**src/rtl/cfg_bank_pkg.sv**
```systemverilog
package cfg_bank_pkg;

    localparam int DATA_W    = 32;
    localparam int NUM_REGS  = 8;
    localparam int IDX_W     = $clog2(NUM_REGS);
    localparam int KEY_W     = 16;
    localparam logic [KEY_W-1:0] OPEN_KEY = 16'h4758;

    typedef enum logic [IDX_W-1:0] {
        REG_GATE       = 3'd0,
        REG_GENERAL    = 3'd1,
        REG_TIMING     = 3'd2,
        REG_OUTPUT     = 3'd3,
        REG_FB_OFFSET  = 3'd4,
        REG_LINE_PITCH = 3'd5,
        REG_HTIMING    = 3'd6,
        REG_SPLIT_LINE = 3'd7
    } reg_idx_e;

    typedef struct packed {
        logic     wr;
        logic     rd;
        logic     hit;
        reg_idx_e idx;
    } bus_req_t;

    // Bits that hold state; everything else is cleared on write.
    function automatic logic [DATA_W-1:0] live_bits(reg_idx_e r);
        case (r)
            REG_GATE:       return 32'h0000_FFFF;
            REG_GENERAL:    return 32'hFF05_FFFF;
            REG_TIMING:     return 32'h0000_0FFF;
            REG_OUTPUT:     return 32'h0000_000F;
            REG_FB_OFFSET:  return 32'h003F_FFFF;
            REG_LINE_PITCH: return 32'h0000_03FF;
            REG_HTIMING:    return 32'h07FF_07FF;
            REG_SPLIT_LINE: return 32'h0000_07FF;
            default:        return '0;
        endcase
    endfunction

    function automatic logic is_guarded(reg_idx_e r);
        return !(r == REG_GATE || r == REG_SPLIT_LINE);
    endfunction

endpackage

```
**src/rtl/cfg_bank_decode.sv**
```systemverilog
module cfg_bank_decode
    import cfg_bank_pkg::*;
#(
    parameter int             ADDR_W    = 16,
    parameter logic [ADDR_W-1:0] BASE_ADDR = 16'h8300
) (
    input  logic              wr_en,
    input  logic              rd_en,
    input  logic [ADDR_W-1:0] addr,
    output bus_req_t          req
);
    localparam int WORD_W = ADDR_W - 2;

    logic [ADDR_W-1:0] offset;
    logic [WORD_W-1:0] word;
    logic              in_range;

    always_comb begin
        offset   = addr - BASE_ADDR;
        word     = offset[ADDR_W-1:2];
        in_range = (addr >= BASE_ADDR) && (offset[1:0] == 2'b00)
                   && (word < WORD_W'(NUM_REGS));
        req.wr   = wr_en;
        req.rd   = rd_en;
        req.hit  = in_range;
        req.idx  = reg_idx_e'(word[IDX_W-1:0]);
    end
endmodule

```
**src/rtl/cfg_bank_lock.sv**
```systemverilog
module cfg_bank_lock
    import cfg_bank_pkg::*;
(
    input  logic             clk,
    input  logic             rst,
    input  bus_req_t         req,
    input  logic [KEY_W-1:0] key_in,
    output logic             unlocked
);
    always_ff @(posedge clk) begin
        if (rst) begin
            unlocked <= 1'b0;
        end else if (req.wr && req.hit && req.idx == REG_GATE) begin
            unlocked <= (key_in == OPEN_KEY);
        end
    end
endmodule

```
**src/rtl/cfg_bank_regs.sv**
```systemverilog
module cfg_bank_regs
    import cfg_bank_pkg::*;
(
    input  logic                             clk,
    input  logic                             rst,
    input  bus_req_t                         req,
    input  logic [DATA_W-1:0]                wdata,
    input  logic                             unlocked,
    output logic [NUM_REGS-1:0][DATA_W-1:0]  regs_q,
    output logic [DATA_W-1:0]                rdata
);
    for (genvar i = 0; i < NUM_REGS; i++) begin : g_reg
        localparam logic [IDX_W-1:0] IDXV = IDX_W'(i);
        localparam reg_idx_e          RID  = reg_idx_e'(IDXV);
        localparam logic [DATA_W-1:0] KEEP = live_bits(RID);
        localparam logic              GRD  = is_guarded(RID);

        logic we;
        assign we = req.wr && req.hit && (req.idx == RID) && (!GRD || unlocked);

        always_ff @(posedge clk) begin
            if (rst)
                regs_q[i] <= '0;
            else if (we)
                regs_q[i] <= wdata & KEEP;
        end
    end

    always_ff @(posedge clk) begin
        if (rst)
            rdata <= '0;
        else if (req.rd)
            rdata <= req.hit ? regs_q[req.idx] : '0;
    end
endmodule

```
**src/rtl/cfg_bank.sv**
```systemverilog
module cfg_bank
    import cfg_bank_pkg::*;
#(
    parameter int                ADDR_W    = 16,
    parameter logic [ADDR_W-1:0] BASE_ADDR = 16'h8300
) (
    input  logic              clk,
    input  logic              rst,
    input  logic              wr_en,
    input  logic              rd_en,
    input  logic [ADDR_W-1:0] addr,
    input  logic [31:0]       wdata,
    output logic [31:0]       rdata
);
    bus_req_t                        req;
    logic                            unlocked;
    logic [NUM_REGS-1:0][DATA_W-1:0] regs_q;

    cfg_bank_decode #(
        .ADDR_W    (ADDR_W),
        .BASE_ADDR (BASE_ADDR)
    ) u_decode (
        .wr_en (wr_en),
        .rd_en (rd_en),
        .addr  (addr),
        .req   (req)
    );

    cfg_bank_lock u_lock (
        .clk      (clk),
        .rst      (rst),
        .req      (req),
        .key_in   (wdata[KEY_W-1:0]),
        .unlocked (unlocked)
    );

    cfg_bank_regs u_regs (
        .clk      (clk),
        .rst      (rst),
        .req      (req),
        .wdata    (wdata),
        .unlocked (unlocked),
        .regs_q   (regs_q),
        .rdata    (rdata)
    );
endmodule

```
**config.mk**
```make
export PLATFORM = sky130hd
export DESIGN_NAME = cfg_bank
export DESIGN_NICKNAME = d
export VERILOG_FILES = /design/src/rtl/cfg_bank_pkg.sv /design/src/rtl/cfg_bank_decode.sv /design/src/rtl/cfg_bank_lock.sv /design/src/rtl/cfg_bank_regs.sv /design/src/rtl/cfg_bank.sv
export SDC_FILE = /design/constraint.sdc
export NUM_CORES = 1
export LEC_CHECK = 0
export BUFFER_PORTS_ARGS = -buffer_cell sky130_fd_sc_hd__buf_4
export CORE_MARGIN = 8
export CORE_UTILIZATION = 45
export DETAILED_ROUTE_END_ITERATION = 10
export GPL_ROUTABILITY_DRIVEN = 0
export GPL_TIMING_DRIVEN = 0
export SLEW_MARGIN = 20
export SYNTH_ARGS = -nofsm -noshare
export SYNTH_HDL_FRONTEND = slang
export SYNTH_SLANG_ARGS = --single-unit
```
**constraint.sdc**
```tcl
create_clock -name clk -period 3 [get_ports clk]
set_input_delay 0.75 -clock clk [delete_from_list [all_inputs] [get_ports clk]]
set_output_delay 0.75 -clock clk [all_outputs]
set_load 0.1 [all_outputs]
```
== Yosys cells after proc, flatten, opt, wreduce, memory -nomap -nowiden ==
Cells that the tools add are included.
Storage, ports and cells
  word-level logic and storage cells: 44
  input bits: 52
  output and inout bits: 32
  register bits: 156
Operators by class
  reduce and logical (&&, ||, !) cells: 19
  add/subtract/negate cells: 1
  equal/unequal tests: 8
  mux-type cells: 3
  order comparisons: 3
Operators with widths (count)
  32-bit binary-select mux with 3-bit select: 1
  32-bit 2-to-1 mux: 2
  1-bit logical AND: 17
  16-bit by 15-bit equality test with 1-bit output, second input constant: 1
  16-bit >= comparator, second input constant: 1
  16-bit subtractor, second input constant: 1
  14-bit by 4-bit < comparator with 1-bit output, second input constant: 1
  3-bit equality test, second input constant: 4
  3-bit by 2-bit equality test with 1-bit output, second input constant: 2
  3-bit by 4-bit < comparator with 1-bit output, second input constant: 1
  3-bit by 1-bit equality test with 1-bit output, second input constant: 1
  3-bit zero test: 1
  2-bit zero test: 1

== Logic depth before layout (Yosys ltp) ==
Gate-level depths: netlist of run 1.
  depth in word-level cells: 7
  depth in mapped cells: 8
  mapped depth without buffers: 4

== Cells and area by module ==
From an unflattened synthesis of run 1, not the netlist that was laid out.
Second synthesis, totals
  cell total of the unflattened synthesis: 897
  area, all modules: 7465.9 um^2
Modules (own cells, without submodules)
  cfg_bank_regs: area an instance 7265.7 um^2, sequential area each 3103.0 um^2, times used 1, cells each 874
  cfg_bank_lock: area an instance 112.6 um^2, sequential area each 20.0 um^2, times used 1, cells each 12
  cfg_bank_decode: area an instance 87.6 um^2, sequential area each 0.0 um^2, times used 1, cells each 11

== Worst setup path before layout of run 1 ==
OpenSTA, ideal clock, no wires.
  kind: input to register
  start: in addr[11]
  end: reg u_regs.regs_q[145] (netlist name)
  stages: 6
  data required time: 2.868 ns
  buffers on the path: 2
  setup slack: 0.463 ns
  arrival: 2.405 ns
  path through: or4b_1 > buf_2 > or4_4 > buf_2 > o31ai_1 > a21oi_1
Between the ends
  cells in the longest elaborated chain, start to end: 6
  elaborated cells on any way between the ends: 8
  classes of those cells: add/sub: 1; order compare: 2; reduce/logical: 5
Ends and longest elaborated chain
  start, declared: RTL line cfg_bank.sv:11  | input logic [ADDR_W-1:0] addr,
  16-bit subtractor / 16-bit >= comparator (equally long branches): RTL line cfg_bank_decode.sv:19, cfg_bank_decode.sv:21
  14-bit by 4-bit < comparator with 1-bit output / 1-bit logical AND (equally long branches): RTL line cfg_bank_decode.sv:22, cfg_bank_decode.sv:21
  1-bit logical AND (*): RTL line cfg_bank_decode.sv:22  | && (word < WORD_W'(NUM_REGS));
  1-bit logical AND (*) (3 in series): RTL line cfg_bank_regs.sv:19  | assign we = req.wr && req.hit && (req.idx == RID) && (!GRD || unlocked);
  end signal, assigned by index: RTL line cfg_bank_regs.sv:25  | regs_q[i] <= wdata & KEEP;
  end, declared: RTL line cfg_bank_regs.sv:9  | output logic [NUM_REGS-1:0][DATA_W-1:0] regs_q,
Every way passes the cells marked *; elsewhere a longest branch is shown, timed or not.
A chain may end at the register's enable or synchronous reset.

== Final worst setup path of run 1 ==
  start: in addr[11]
  end: reg u_regs.regs_q[138] (netlist name)
The elaborated chain is that of the path after synthesis.

==> results of run 1 <==
==> power by group through the flow <==
| stage | registers [mW] | clock network, mW | logic (mW) |
|---|---|---|---|
| after floorplan | 2.12 | 0 | 0.130 |
| after global placement | 2.12 | 0 | 0.265 |
| after detailed placement | 2.12 | 0 | 0.269 |
| after CTS | 2.07 | 2.15 | 0.270 |
| after global routing | 2.07 | 2.26 | 0.287 |
| final | 2.07 | 2.13 | 0.275 |
==> how the worst max path moves through the flow <==
stage	start	end	slack [ns]	depth (start not counted)
3_3_place_gp	addr[11]	u_regs.regs_q[138]	-0.19	7
2_1_floorplan	addr[11]	u_regs.regs_q[145]	0.46	6
5_1_grt	addr[11]	u_regs.regs_q[135]	0.11	7
4_1_cts	addr[11]	u_regs.regs_q[135]	0.19	7
3_5_place_dp	addr[11]	u_regs.regs_q[135]	-0.26	7
6_report	addr[11]	u_regs.regs_q[138]	0.18	7
==> worst max-delay path: stages <==
cell      delay (ns)
buf_4           0.10
or4b_1          0.50
buf_2           0.19
nor4_4          0.49
nand2_1         0.46
clkbuf_1        0.43
o21ai_1         0.23
==> cells by family after synthesis <==
family / after synthesis
and+or+nand+nor: 231
muxes: 91
DFF: 156
AOI/OAI and AO/OA: 197
buffers and inverters: 73
==> routing by layer <==
layer / vias to the layer above / wire [µm]
li1: 2890 / -
met1: 3068 / 9690
met2: 255 / 11000
met3: 39 / 1860
met4: 0 / 539
met5: - / 0
==> cell type report <==
| class | instances | area [µm²] | area share (%) |
|---|---|---|---|
| Multi-Input combinational cell | 519 | 3550 | 42.3 |
| Sequential cell | 156 | 3120 | 37.2 |
| Timing Repair Buffer | 80 | 601 | 7.15 |
| Clock buffer | 21 | 470 | 5.60 |
| Buffer | 72 | 297 | 3.53 |
| Tap cell | 188 | 235 | 2.80 |
| Clock inverter | 11 | 116 | 1.39 |
| Inverter | 1 | 3.75 | 0.0447 |
==> cell usage after synthesis (2+ instances only) <==
cell,n,area share [%]
nand2_1,22,1.2
or3b_2,3,0.38
nand4_1,33,3.0
nand2b_1,87,7.8
clkbuf_1,49,2.6
mux2i_1,77,11
nand3_1,31,2.2
o21ai_0,91,6.5
or4_4,2,0.32
a32o_1,7,1.0
buf_2,18,1.3
nor4_1,2,0.18
or3_1,2,0.18
nor4_4,2,0.61
mux4_2,14,4.5
a21oi_1,72,5.2
dfxtp_1,156,45
buf_1,4,0.22
a22oi_1,3,0.32
nor2_1,10,0.54
o31ai_1,8,0.86
nor4bb_1,2,0.29
o21ai_1,14,1.0
nor2b_1,22,2.0
==> through the flow <==
step | instances | hold WS (ns) | TNS, ns | instance area (µm²) | utilization, %
after floorplan | 748 | 0.443 | 0 | 6980 | -
after detailed placement | 1016 | 0.444 | -3.35 | 7810 | 51.4
final | 1048 | 0.447 | 0 | 8400 | 55.2
after global placement | 1016 | 0.441 | -2.40 | 7810 | 51.4
after CTS | 1048 | 0.452 | 0 | 8400 | 55.2
after global routing | 1048 | 0.483 | 0 | 8400 | 55.2
==> sequential cells by signal, summed over array words and instances, names as in the netlist <==
register,count
u_regs.regs_q,123
u_regs.rdata,32
u_lock.unlocked,1
==> flow_metrics.py, run 1 <==
metrics = {
    "run_status": {
        "outcome": "finished, final reports clean",
    },
    "synthesis": {
        "synth_edf_count": 0,
        "syn-num-nets": 800,
        "yosys_warnings": 0,
        "synth.yosys.seq_area_share_pct": 44.8,
        "synth_top_family_by_area": "simple AND/OR/NAND/NOR gates",
        "synthXorXnorAreaFrac_pct": 0,
        "synth.mux.area_fraction_pct": 15.6,
        "synthAdderAreaFrac_pct": 0,
        "synth-simple-area-share_pct": 20.3,
        "synth-compound-area-share_pct": 15.1,
        "synth_cell_types": 41,
        "synth_seq_cells": 156,
        "async_flop_share_pct": 0,
        "synthesis.area_um2": 6980,
        "synth_flop_cell": "dfxtp_1",
        "syn_area_per_cell_um2": 9.33,
        "syn_inst": 748,
    },
    "die": {
        "die_w_um": 141,
        "core_um2": 15200,
        "die_h_um": 141,
        "rows": 45,
        "initial_core_util_pct": 45.9,
        "io_pins": 84,
        "die-area_um2": 19700,
    },
    "timing": {
        "fin_skew_ns": 0.00536,
        "setup_violations": 0,
        "hold_viol": 0,
        "max_freq_mhz": 355,
        "rsz0062_at_grt": "no",
        "relSlewSlack_pct": 43.2,
        "period_share_pct": 94.0,
        "fin_crit_ns": 2.82,
        "slew_violations": 0,
        "worst_pin_slew_ns": 0.850,
        "worst_slack_ns": 0.180,
    },
    "global_route": {
        "antenna_found_initial": 0,
        "grt_pass1_vias": 6317,
        "grtUsageMet3_pct": 5.37,
        "grt-busiest-layer": "met2",
        "grt_max_degree": 17,
        "grt_pass1_wl_um": 35400,
        "use_met1_pct": 29.3,
        "overflow": 0,
        "grt_use_met2_pct": 38.8,
        "grtUsageTotal_pct": 23.4,
    },
    "drt": {
        "drtIter0Drc": 531,
        "vias_per_cell": 5.97,
        "vias": 6252,
        "dr.pass1.iters": 7,
        "wl_per_cell_um": 22.1,
        "drc_errors": 0,
        "final_antenna_net_count": 0,
        "routed_wl_um": 23100,
    },
    "setup_path": {
        "r2r-end": "u_regs.regs_q[138]",
        "reg2regPathDepth": 6,
        "reg2reg_slack_ns": 0.30,
        "r2r-start": "u_lock.unlocked",
        "crit_type": "primary input to flop",
        "cp.arrival_ns": 3.16,
        "end_kind": "flop",
        "cp-start-kind": "primary input",
        "cp_max_fo": 10,
        "required_ns": 3.34,
    },
    "layout": {
        "nNetsFinal": 899,
        "final_common_cell": "dfxtp_1",
        "final_cell_mix": "dfxtp_1 (156), o21ai_0 (91), nand2b_1 (87)",
        "fill_cells": 1380,
        "syn_to_final_growth_pct": 20.4,
        "drive_gt1_share_pct": 17.8,
        "diodes": 0,
    },
    "power_and_ir_drop": {
        "seq_power_share_pct": 46.2,
        "p_clk_share_pct": 47.6,
        "leakagePower_nw": 3.32,
        "intPower_mw": 3.45,
        "power_mw": 4.48,
        "power_frac_comb_pct": 6.1,
        "p_sw_share_pct": 22.9,
        "vdd_drop_max_uv": 401,
        "p_sw_mw": 1.02,
        "powerDensity_nw_per_um2": 533,
    },
    "worst_hold_path": {
        "min-delay-start": "u_regs.rdata[25]",
        "worstHoldEndpoint": "u_regs.rdata[25]",
        "whs_path_depth": 2,
        "hold_path_class": "flop to flop",
    },
    "clock_network": {
        "numCtsBuffers": 17,
        "clockBufferDepth": 2,
        "cts_root_buffer": "clkbuf_16",
        "cts.sinks": 156,
        "hold_buffers": 0,
        "path_clk_slew_ns": 0.06,
        "cts_tree": "done",
        "worst_skew_pair.late_latency_ns": 0.42,
        "cts_setup_buffers": 0,
        "htree_levels": 4,
        "ctsResizeCount": 0,
    },
    "placed_design": {
        "hpwlAfterDp_um": 16400,
        "port_buffers": 80,
        "post-place-ws_ns": -0.255,
    },
    "flow_run": {
        "max_cap_violations": 0,
    },
}
No activity file was read; power rests on OpenSTA's default activity.
==> run 2: changes to the inputs <==
Settings changed: CORE_UTILIZATION 45 to 35.
==> flow_metrics.py, run 2 (same netlist as run 1, synthesis figures left out) <==
metrics = {
    "flow_run": {
        "max_cap_violations": 0,
    },
    "global_route": {
        "antenna_found_initial": 0,
        "overflow": 0,
        "grt_pass1_wl_um": 35700,
        "grtUsageTotal_pct": 19.1,
        "grt_pass1_vias": 6109,
        "grt_max_degree": 17,
    },
    "placed_design": {
        "place_area_um2": 7910,
        "post-place-ws_ns": -0.262,
        "port_buffers": 80,
        "hpwlAfterDp_um": 16200,
    },
    "setup_path": {
        "cp.arrival_ns": 3.15,
        "end_kind": "flop",
        "required_ns": 3.35,
        "cp-start-kind": "primary input",
        "cp_max_fo": 10,
        "crit_type": "primary input to flop",
    },
    "timing": {
        "relSlewSlack_pct": 45.9,
        "worst_slack_ns": 0.203,
        "hold_ws_ns": 0.452,
        "hold_viol": 0,
        "max_freq_mhz": 358,
        "rsz0062_at_grt": "no",
        "worst_pin_slew_ns": 0.812,
        "period_share_pct": 93.2,
        "setup_violations": 0,
        "fin_skew_ns": 0.00957,
        "slew_violations": 0,
        "fin_crit_ns": 2.80,
    },
    "clock_network": {
        "path_clk_slew_ns": 0.06,
        "ctsResizeCount": 0,
        "clockBufferDepth": 2,
        "cts_tree": "done",
        "hold_buffers": 0,
        "htree_levels": 4,
        "cts.sinks": 156,
        "cts_setup_buffers": 0,
        "cts_root_buffer": "clkbuf_16",
        "worst_skew_pair.late_latency_ns": 0.43,
        "numCtsBuffers": 17,
    },
    "power_and_ir_drop": {
        "leakagePower_nw": 3.33,
        "vdd_drop_max_uv": 401,
        "powerDensity_nw_per_um2": 550,
        "power_mw": 4.69,
    },
    "die": {
        "die_w_um": 157,
        "die_h_um": 157,
        "initial_core_util_pct": 35.7,
        "die-area_um2": 24700,
        "io_pins": 84,
        "rows": 51,
        "core_um2": 19500,
    },
    "layout": {
        "regMostFlops": "u_regs.regs_q",
        "final_common_cell": "dfxtp_1",
        "largest_reg_flops": 123,
        "fill_cells": 1974,
        "final_cell_mix": "dfxtp_1 (156), o21ai_0 (91), nand2b_1 (87)",
        "diodes": 0,
        "design_area_um2": 8540,
        "syn_to_final_growth_pct": 22.4,
        "top_regs": "u_regs.regs_q x123, u_regs.rdata x32, u_lock.unlocked x1",
        "drive_gt1_share_pct": 17.4,
        "nNetsFinal": 899,
    },
    "drt": {
        "drc_errors": 0,
        "routed_wl_um": 23000,
        "final_antenna_net_count": 0,
        "drtIter0Drc": 568,
        "vias_per_cell": 5.47,
        "vias": 6140,
        "dr.pass1.iters": 5,
        "wl_per_cell_um": 20.5,
    },
    "worst_hold_path": {
        "hold_path_class": "flop to flop",
    },
    "run_status": {
        "outcome": "finished, final reports clean",
    },
}
==> run 2: report_power, final <==
group	switching, mW	internal, mW	total [mW]
clock	0.875	1.47	2.35
sequential	0.00000231	2.07	2.07
combinational	0.178	0.0978	0.276
==> run 2: worst max-delay path, stage by stage <==
cell and delay (ns):
buf_4 0.10, or4b_1 0.55, buf_2 0.21, nor4_4 0.47, nand2_1 0.44, clkbuf_1 0.40, o21ai_1 0.22
==> run 2: worst paths after layout <==
kind | endpoint | cells past startpoint | from | slack [ns]
max | u_regs.regs_q[136] | 7 | addr[11] | 0.20
min | u_regs.rdata[25] | 2 | u_regs.rdata[25] | 0.45
max reg2reg | u_regs.regs_q[136] | 6 | u_lock.unlocked | 0.39
min reg2reg | u_regs.rdata[25] | 2 | u_regs.rdata[25] | 0.45
==> run 2: layer usage <==
| layer | global-route usage (%) | routed length (µm) | part of all wire (%) | vias up |
|---|---|---|---|---|
| met5 | 0 | 0 | 0 | - |
| met4 | 7.16 | 493 | 2.1 | 0 |
| met3 | 3.81 | 1340 | 5.8 | 37 |
| met2 | 31.1 | 10800 | 47 | 220 |
| met1 | 24.5 | 10300 | 45 | 2986 |
| li1 | - | - | - | 2897 |
==> run 2: layout make-up <==
| class | instances | area, µm² | share of cell area, % |
|---|---|---|---|
| Sequential cell | 156 | 3120 | 36.6 |
| Clock buffer | 20 | 437 | 5.12 |
| Tap cell | 265 | 332 | 3.88 |
| Buffer | 72 | 297 | 3.47 |
| Timing Repair Buffer | 80 | 601 | 7.04 |
| Inverter | 1 | 3.75 | 0.0440 |
| Clock inverter | 10 | 191 | 2.24 |
| Multi-Input combinational cell | 519 | 3550 | 41.6 |
==> run 2: per-stage QoR <==
step | instances | TNS (ns) | utilization [%]
6_report | 1123 | 0 | 43.7
5_1_grt | 1123 | 0 | 43.7
4_1_cts | 1123 | 0 | 43.7
3_5_place_dp | 1093 | -4.31 | 40.5
3_3_place_gp | 1093 | -4.58 | 40.5
2_1_floorplan | 748 | 0 | -
